<file path="src/rtl/pix_ts_pkg.sv">
package pix_ts_pkg;
  typedef enum logic [1:0] {
    ST_IDLE = 2'd0,
    ST_CAPT = 2'd1,
    ST_DONE = 2'd2,
    ST_READ = 2'd3
  } pix_st_e;
endpackage

</file>
<file path="src/rtl/pix_coll_ctr.sv">
module pix_coll_ctr #(
  parameter int unsigned TS_W   = 13,
  parameter int unsigned N_COLL = 5000
) (
  input  logic            clk_i,
  input  logic            rst_ni,
  input  logic            clr_i,
  input  logic            adv_i,
  output logic [TS_W-1:0] cnt_o,
  output logic            last_o
);
  localparam logic [TS_W-1:0] LAST_IDX = TS_W'(N_COLL - 1);

  logic [TS_W-1:0] cnt_q;

  always_ff @(posedge clk_i or negedge rst_ni) begin
    if (!rst_ni)    cnt_q <= '0;
    else if (clr_i) cnt_q <= '0;
    else if (adv_i) cnt_q <= cnt_q + 1'b1;
  end

  assign cnt_o  = cnt_q;
  assign last_o = (cnt_q == LAST_IDX);
endmodule

</file>
<file path="src/rtl/pix_ts_store.sv">
module pix_ts_store #(
  parameter int unsigned TS_W  = 13,
  parameter int unsigned DEPTH = 16,
  localparam int unsigned CNT_W = $clog2(DEPTH + 1),
  localparam int unsigned PTR_W = (DEPTH > 1) ? $clog2(DEPTH) : 1
) (
  input  logic             clk_i,
  input  logic             rst_ni,
  input  logic             clr_i,
  input  logic             wr_i,
  input  logic [TS_W-1:0]  wr_data_i,
  input  logic [CNT_W-1:0] rd_idx_i,
  output logic [TS_W-1:0]  rd_data_o,
  output logic [CNT_W-1:0] count_o,
  output logic             full_o
);
  logic [TS_W-1:0]  mem_q [DEPTH];
  logic [CNT_W-1:0] count_q;
  logic             full;

  assign full = (count_q == CNT_W'(DEPTH));

  always_ff @(posedge clk_i or negedge rst_ni) begin
    if (!rst_ni)            count_q <= '0;
    else if (clr_i)         count_q <= '0;
    else if (wr_i && !full) count_q <= count_q + 1'b1;
  end

  for (genvar g = 0; g < DEPTH; g++) begin : g_slot
    always_ff @(posedge clk_i or negedge rst_ni) begin
      if (!rst_ni)
        mem_q[g] <= '0;
      else if (!clr_i && wr_i && count_q == CNT_W'(g))
        mem_q[g] <= wr_data_i;
    end
  end

  assign rd_data_o = mem_q[rd_idx_i[PTR_W-1:0]];
  assign count_o   = count_q;
  assign full_o    = full;
endmodule

</file>
<file path="src/rtl/pix_ro_ser.sv">
module pix_ro_ser #(
  parameter int unsigned TS_W  = 13,
  parameter int unsigned DEPTH = 16,
  localparam int unsigned CNT_W = $clog2(DEPTH + 1),
  localparam int unsigned PAD_W = TS_W - 1 - CNT_W
) (
  input  logic             clk_i,
  input  logic             rst_ni,
  input  logic             start_i,
  input  logic             active_i,
  input  logic             ready_i,
  input  logic [CNT_W-1:0] count_i,
  input  logic             ovf_i,
  input  logic [TS_W-1:0]  entry_i,
  output logic [CNT_W-1:0] rd_idx_o,
  output logic [TS_W-1:0]  data_o,
  output logic             valid_o,
  output logic             last_o,
  output logic             done_o
);
  logic [CNT_W-1:0] idx_q;
  logic             is_last;
  logic             take;

  assign is_last = (idx_q == count_i);
  assign take    = active_i && ready_i;

  always_ff @(posedge clk_i or negedge rst_ni) begin
    if (!rst_ni)                idx_q <= '0;
    else if (start_i)           idx_q <= '0;
    else if (take && !is_last)  idx_q <= idx_q + 1'b1;
  end

  assign rd_idx_o = idx_q;
  assign valid_o  = active_i;
  assign last_o   = active_i && is_last;
  assign data_o   = is_last ? {ovf_i, {PAD_W{1'b0}}, count_i} : entry_i;
  assign done_o   = take && is_last;
endmodule

</file>
<file path="src/rtl/pix_ts_buf.sv">
module pix_ts_buf
  import pix_ts_pkg::*;
#(
  parameter int unsigned TS_W   = 13,
  parameter int unsigned N_COLL = 5000,
  parameter int unsigned DEPTH  = 16
) (
  input  logic            clk_i,
  input  logic            rst_ni,
  input  logic            train_start_i,
  input  logic            coll_i,
  input  logic            comp_i,
  input  logic            mask_we_i,
  input  logic            mask_val_i,
  input  logic            rd_en_i,
  input  logic            rd_ready_i,
  output logic [TS_W-1:0] ts_data_o,
  output logic            ts_valid_o,
  output logic            ts_last_o,
  output logic            ovf_o,
  output logic            pwr_en_o,
  output logic            err_o
);
  localparam int unsigned CNT_W = $clog2(DEPTH + 1);

  pix_st_e          st_q, st_d;
  logic             mask_q, ovf_q, err_q;
  logic [TS_W-1:0]  coll_cnt;
  logic             coll_last;
  logic [CNT_W-1:0] fill_cnt, rd_idx;
  logic             full;
  logic [TS_W-1:0]  rd_entry;
  logic             ro_done;
  logic             capt, strobe_in_train, hit, ro_start, pend;

  assign capt            = (st_q == ST_CAPT);
  assign strobe_in_train = capt && coll_i && !train_start_i;
  assign hit             = strobe_in_train && comp_i && !mask_q;
  assign ro_start        = (st_q == ST_DONE) && rd_en_i && !train_start_i;
  assign pend            = (st_q == ST_DONE) || (st_q == ST_READ);

  always_comb begin
    st_d = st_q;
    if (train_start_i) begin
      st_d = ST_CAPT;
    end else begin
      unique case (st_q)
        ST_IDLE: st_d = ST_IDLE;
        ST_CAPT: if (coll_i && coll_last) st_d = mask_q ? ST_IDLE : ST_DONE;
        ST_DONE: if (rd_en_i) st_d = ST_READ;
        ST_READ: if (ro_done) st_d = ST_IDLE;
        default: st_d = ST_IDLE;
      endcase
    end
  end

  always_ff @(posedge clk_i or negedge rst_ni) begin
    if (!rst_ni) begin
      st_q  <= ST_IDLE;
      ovf_q <= 1'b0;
      err_q <= 1'b0;
    end else begin
      st_q <= st_d;
      if (train_start_i) begin
        ovf_q <= 1'b0;
        err_q <= pend;
      end else if (hit && full) begin
        ovf_q <= 1'b1;
      end
    end
  end

  // configuration write only accepted between activities
  always_ff @(posedge clk_i or negedge rst_ni) begin
    if (!rst_ni)
      mask_q <= 1'b0;
    else if (mask_we_i && st_q == ST_IDLE && !train_start_i)
      mask_q <= mask_val_i;
  end

  pix_coll_ctr #(.TS_W(TS_W), .N_COLL(N_COLL)) u_ctr (
    .clk_i  (clk_i),
    .rst_ni (rst_ni),
    .clr_i  (train_start_i),
    .adv_i  (strobe_in_train),
    .cnt_o  (coll_cnt),
    .last_o (coll_last)
  );

  pix_ts_store #(.TS_W(TS_W), .DEPTH(DEPTH)) u_store (
    .clk_i     (clk_i),
    .rst_ni    (rst_ni),
    .clr_i     (train_start_i),
    .wr_i      (hit),
    .wr_data_i (coll_cnt),
    .rd_idx_i  (rd_idx),
    .rd_data_o (rd_entry),
    .count_o   (fill_cnt),
    .full_o    (full)
  );

  pix_ro_ser #(.TS_W(TS_W), .DEPTH(DEPTH)) u_ser (
    .clk_i    (clk_i),
    .rst_ni   (rst_ni),
    .start_i  (ro_start),
    .active_i (st_q == ST_READ),
    .ready_i  (rd_ready_i),
    .count_i  (fill_cnt),
    .ovf_i    (ovf_q),
    .entry_i  (rd_entry),
    .rd_idx_o (rd_idx),
    .data_o   (ts_data_o),
    .valid_o  (ts_valid_o),
    .last_o   (ts_last_o),
    .done_o   (ro_done)
  );

  assign ovf_o    = ovf_q;
  assign err_o    = err_q;
  assign pwr_en_o = capt && !mask_q;
endmodule

</file>
<file path="config.mk">
export PLATFORM = sky130hd
export DESIGN_NAME = pix_ts_buf
export DESIGN_NICKNAME = d
export VERILOG_FILES = /design/src/rtl/pix_ts_pkg.sv /design/src/rtl/pix_coll_ctr.sv /design/src/rtl/pix_ts_store.sv /design/src/rtl/pix_ro_ser.sv /design/src/rtl/pix_ts_buf.sv
export SDC_FILE = /design/constraint.sdc
export NUM_CORES = 1
export LEC_CHECK = 0
export BUFFER_PORTS_ARGS = -buffer_cell sky130_fd_sc_hd__buf_2
export CAP_MARGIN = 20
export CORE_MARGIN = 2
export CORE_UTILIZATION = 60
export CTS_CLUSTER_SIZE = 16
export DETAILED_ROUTE_END_ITERATION = 8
export GPL_TIMING_DRIVEN = 0
export PLACE_DENSITY_LB_ADDON = 0.25
export SETUP_SLACK_MARGIN = 0.02
export SKIP_LAST_GASP = 1
export SLEW_MARGIN = 10
export SYNTH_ARGS = -nofsm -noshare
export SYNTH_HDL_FRONTEND = slang
export SYNTH_SLANG_ARGS = --single-unit
</file>
<file path="constraint.sdc">
create_clock -name clk_i -period 2.4 [get_ports clk_i]
set_input_delay 0.24 -clock clk_i [delete_from_list [all_inputs] [get_ports clk_i]]
set_output_delay 0.24 -clock clk_i [all_outputs]
set_load 0.005 [all_outputs]
</file>
; Word-level counts from Yosys, hierarchy flattened
; Index checks and enable logic that the tools add are counted.
[classes]
n_addsub = 3
magnitude_cmp = 1
n_eq_ne = 24
mux = 18
bitwise_logic = 1
n_reduce_logical = 45
[ops]
columns = op, n
row1 = 13-bit 2-to-1 mux, 5
row2 = 13-bit binary-select mux with 4-bit select, 1
row3 = "5-bit by 4-bit == test with 1-bit output, second input constant", 8
row4 = 1-bit logical AND, 33
row5 = "5-bit by 3-bit == test with 1-bit output, second input constant", 4
row6 = 5-bit 2-to-1 mux, 4
row7 = "13-bit by 1-bit adder with 13-bit output, second input constant", 1
row8 = "13-bit == test, second input constant", 1
row9 = "5-bit by 1-bit adder with 5-bit output, second input constant", 2
row10 = "5-bit by 2-bit == test with 1-bit output, second input constant", 2
row11 = 2-bit 2-to-1 mux, 5
row12 = 2-bit one-hot mux with 4 select lines, 1
row13 = 2-bit nonzero test, 4
row14 = "3-bit inequality test, second input constant", 2
row15 = "5-bit by 1-bit == test with 1-bit output, second input constant", 1
row16 = 5-bit == test, 1
row17 = "5-bit == test, second input constant", 1
row18 = "5-bit greater-or-equal comparator, second input constant", 1
row19 = 5-bit zero test, 1
row20 = 4-bit NOT with 5-bit output, 1
row21 = "2-bit == test, second input constant", 2
row22 = 1-bit zero test, 4
row23 = "3-bit by 2-bit inequality test with 1-bit output, second input constant", 1
row24 = 3-bit AND reduction, 1
row25 = 4 further kinds, 5
[word_totals]
reg_bits = 236
inputBits = 9
wordCells = 115

; Depth between registers and ports, before layout
[logic_depth]
depth_word = 8
depth_mapped = 8
depth_no_buf = 7

; By module
; From an unflattened synthesis, not the netlist that was laid out.
[unflattened]
cells_unflattened = 792
area_unflattened_um2 = 11434.7
[by_module_without_submodules]
columns = mod, instances, cells_each, area_each_um2, seq_area_each_um2
row1 = pix_ts_store, 1, 618, 9825.7, 5330.1
row2 = pix_coll_ctr, 1, 70, 680.7, 325.3
row3 = pix_ro_ser, 1, 68, 598.1, 125.1
row4 = pix_ts_buf, 1, 36, 330.3, 125.1

; Worst setup path after synthesis
; OpenSTA, ideal clock, no wires.
[synth_timing]
kind = register to register
startpoint = register st_q[1]
endpoint = register u_store.mem_q[159] in the netlist's numbering
arrival_ns = 2.092
setup_slack_ns = 0.184
path_stages_with_launch = 9
n_path_buf = 1
period_less_slack_ns = 2.216
cell_sequence = dfrtp_1 inv_1 ha_1 and2b_1 nor4b_4 nand2_1 nor3_1 buf_4 mux2_2
[synth_between]
elab_chain_len = 7
[synth_rtl]
columns = item, line_no
row1 = start: declaration, pix_ts_buf.sv:26  ; pix_st_e st_q, st_d;
row2 = start signal: assignment, pix_ts_buf.sv:63  ; st_q <= st_d;
row3 = 2-bit by 1-bit == test with 1-bit output, pix_ts_buf.sv:36  ; assign capt = (st_q == ST_CAPT);
row4 = 1-bit logical AND (2 in series), pix_ts_buf.sv:37  ; assign strobe_in_train = capt && coll_i && !train_start_i;
row5 = 1-bit logical AND (2 in series), pix_ts_buf.sv:38  ; assign hit = strobe_in_train && comp_i && !mask_q;
row6 = 1-bit logical AND (2 in series), pix_ts_store.sv:33  ; else if (!clr_i && wr_i && count_q == CNT_W'(g))
row7 = end signal: indexed assignment, pix_ts_store.sv:34  ; mem_q[g] <= wr_data_i;
row8 = end: declaration, pix_ts_store.sv:17  ; logic [TS_W-1:0] mem_q [DEPTH];
; Every way passes these cells.
; A chain may end at the register's enable or synchronous reset.

; Worst setup path in the final report
[layout_timing]
startpoint = register u_ser.idx_q[0] (netlist: u_ser.rd_idx_o[0])
endpoint = output ts_data_o[2]
[layout_between]
elab_chain_len = 5
[layout_rtl]
columns = item, line_no
row1 = start: declaration, pix_ro_ser.sv:21  ; logic [CNT_W-1:0] idx_q;
row2 = start signal: assignment, pix_ro_ser.sv:31  ; else if (take && !is_last) idx_q <= idx_q + 1'b1;
row3 = 4-bit NOT with 5-bit output (implied by the code), pix_ts_store.sv:38  ; assign rd_data_o = mem_q[rd_idx_i[PTR_W-1:0]];
row4 = 13-bit binary-select mux with 4-bit select, pix_ts_store.sv:38
row5 = 13-bit 2-to-1 mux (implied by the code) (2 in series), pix_ts_store.sv:38
row6 = 13-bit 2-to-1 mux *, pix_ro_ser.sv:37  ; assign data_o = is_last ? {ovf_i, {PAD_W{1'b0}}, count_i} : entry_i;
row7 = end: declaration, pix_ts_buf.sv:17  ; output logic [TS_W-1:0] ts_data_o,
; Mark *: on every way between the ends. The rest lies on a longest branch, timed or not. The select of a mux whose other input is x is not followed.

==> flow_summary.ini <==
[status]
status = finished, violations left
violations = design-rule violations, negative setup slack

[synth]
synth-seq-area-share_pct = 53.09
synth_edf_count = 0
syn_nets = 769
synthTopCellsByArea = dfrtp_1, mux2_2, mux4_2
synthesis.area_um2 = 11120
synthMostInstantiatedCell = dfrtp_1
ys_types = 43
syn_inst = 749
ys_seq_elements = 236
synth_common_cells = dfrtp_1, mux2_2, mux4_2
synth_top_cell_area_share_pct = 53.09
async_flop_share_pct = 100.0
synth_ff_type = dfrtp_1
synth.avg_cell_area_um2 = 14.85
synth_top_area_cell = dfrtp_1
ys.warnings.count = 0

[min_path]
worstHoldStart = rd_en_i
hold_path_class = in2reg

[placed_design]
post-place-ws_ns = -0.5012
placed_cell_area_um2 = 11610
dp_hpwl_um = 17310
gp_congestion = 0.9110
io_buffers = 26

[routing]
avgViaCountPerCell = 6.428
drc_errors = 2
ant_nets = 0
wl_per_cell_um = 26.00
first_iter_violations = 431
wirelength_um = 28190
first_pass_iters = 9
vias = 6968

[critical_path]
endpoint_kind = primary output
crit_start = u_ser.rd_idx_o[0]
crit_fanout = 5
cp.required_ns = 2.16
start_kind = register
crit_type = reg2out
r2r_start = st_q[1]
critPathArrivalTime_ns = 2.78

[cells_and_area]
area_growth_pct = 19.38
antenna_cells = 0
drive_gt1_share_pct = 52.16
nNetsFinal = 858
design_area_um2 = 13280
fin_util_pct = 73.43

[clock_tree]
clock_latency_ns = 0.54
numCtsBuffers = 25
ctsRootBufferMaster = clkbuf_16
clkTransAtPathRegs_ns = 0.06
max-clock-path-buffers = 3
htreeDepth = 1
cts_sinks = 236
cts_tree = done

[floorplanning]
die_h_um = 140.2
io_pins = 27
die_area_um2 = 19650
die_width_um = 140.2
core_um2 = 18090
num_rows = 49
initial_core_util_pct = 61.51

[timing]
clock_skew_ns = 0.009550
max_slew.worst_pin.slew_ns = 0.5587
timing.fmax_mhz = 330.7
hold_ws_ns = 0.08537
min_period_ns = 3.024
maxSlewHeadroom_pct = 62.76
setup_ws_ns = -0.6243
drv_slew = 0
rsz0062_at_grt = yes
fin_crit_sh_pct = 126.0
finalHoldViolations = 0
setup_viol = 14

[grt]
antenna_found_initial = 0
grt_start_max_net_pins = 105
grt.total_usage_pct = 28.53
grt-ovfl-total = 0
grt_pass1_vias = 7534
grt_pass1_wl_um = 42810

[flow_run]
drv_cap = 0

[power]
leakage_uw = 0.006227
power.density_nw_per_um2 = 753.7
irDropWorstVdd_v = 0.0006273
==> cell families after synthesis <==
family | count (synthesis) | share of synthesized area (%)
mux | 280 | 34.95
flops | 236 | 53.09
simple gates | 102 | 4.735
buf+inv | 74 | 3.037
compound gates | 27 | 1.462
xor+xnor | 19 | 1.496
fa+ha+maj | 11 | 1.237
==> path summary, 6_finish.rpt <==
check                                           to  slack (ns)  depth (start not counted)
worst max-delay path                  ts_data_o[2]       -0.62                          6
worst min-delay path                       st_q[0]        0.09                          3
worst max register to register  u_store.mem_q[203]        0.01                         11
worst min register to register    u_store.mem_q[7]        0.50                          2
max in group asynchronous       u_store.mem_q[189]        0.95                          4
min in group asynchronous       u_store.count_o[1]        0.15                          2
==> through the flow <==
step	setup TNS [ns]	std cells	total power [uW]
6_report	-6.915	1084	10010
5_1_grt	-7.831	1084	10320
4_1_cts	-7.313	1066	9734
3_5_place_dp	-62.75	1006	5608
3_3_place_gp	-651.85	1004	5547
2_1_floorplan	0	749	5140
==> layer usage <==
layer	up-vias	GRT usage (%)	wire length, um
li1	2897	-	-
met1	3762	39.16	11500
met2	248	48.17	14220
met3	61	4.342	1624
met4	0	8.134	846
met5	-	0	0
==> where the power goes <==
group	switching (uW)	total (uW)	internal [uW]
logic	999	1940	945
registers	68.1	4120	4060
clock network	1610	3940	2330
total	2670	10000	7340
==> placed cells by master (no fill, tap or decap), types with 3 or more instances in the layout <==
master / count
a211oi_1: 3
a21oi_1: 9
and3_1: 3
buf_1: 8
buf_12: 6
buf_16: 3
buf_2: 25
buf_4: 25
buf_6: 24
buf_8: 3
clkbuf_1: 25
clkbuf_16: 28
clkbuf_2: 4
clkbuf_8: 11
clkinv_2: 3
dfrtp_1: 234
ha_1: 10
inv_1: 9
mux2_2: 198
mux2_4: 16
mux4_2: 65
nand2_1: 15
nand2b_1: 5
nand3_1: 7
nand4_1: 5
nor2_1: 23
nor2_4: 10
nor2b_1: 7
nor3_4: 5
o21ai_0: 9
or3_1: 5
xnor2_1: 7
xor2_1: 12
==> worst max-delay path, stage by stage (launching register included) <==
cell and delay, ns:
dfrtp_2 0.43, buf_12 0.16, buf_12 0.13, mux4_2 0.56
mux4_2 0.52, mux2_4 0.31, buf_6 0.12
==> final cells by class <==
class	count	area, um2
clock inverter	5	65.06
inverter	10	37.54
buffer	64	490.5
sequential	236	5908
multi-input combinational	439	5129
fill	1078	4806
timing repair buffer	62	585.6
clock buffer	39	778.2
tap	229	286.5
==> what timing repair did <==
action / 4_1_cts / 5_1_grt
pin swaps: 4 / 5
gates cloned: 2 / 4
resized for setup: 83 / 64
endpoints found under the hold margin: 47 / 0
buffers inserted: 12 / 14
hold buffers: 2 / 0
endpoints found under the setup margin: 201 / 165
==> flip-flops by register name, indices dropped and copies added, names as in the netlist <==
name / flops
err_o: 1
u_ser.rd_idx_o: 5
st_q: 2
u_store.mem_q: 208
mask_q: 1
u_store.count_o: 5
ovf_o: 1
u_ctr.cnt_o: 13
Note: power is estimated with default switching activity, not from simulation.
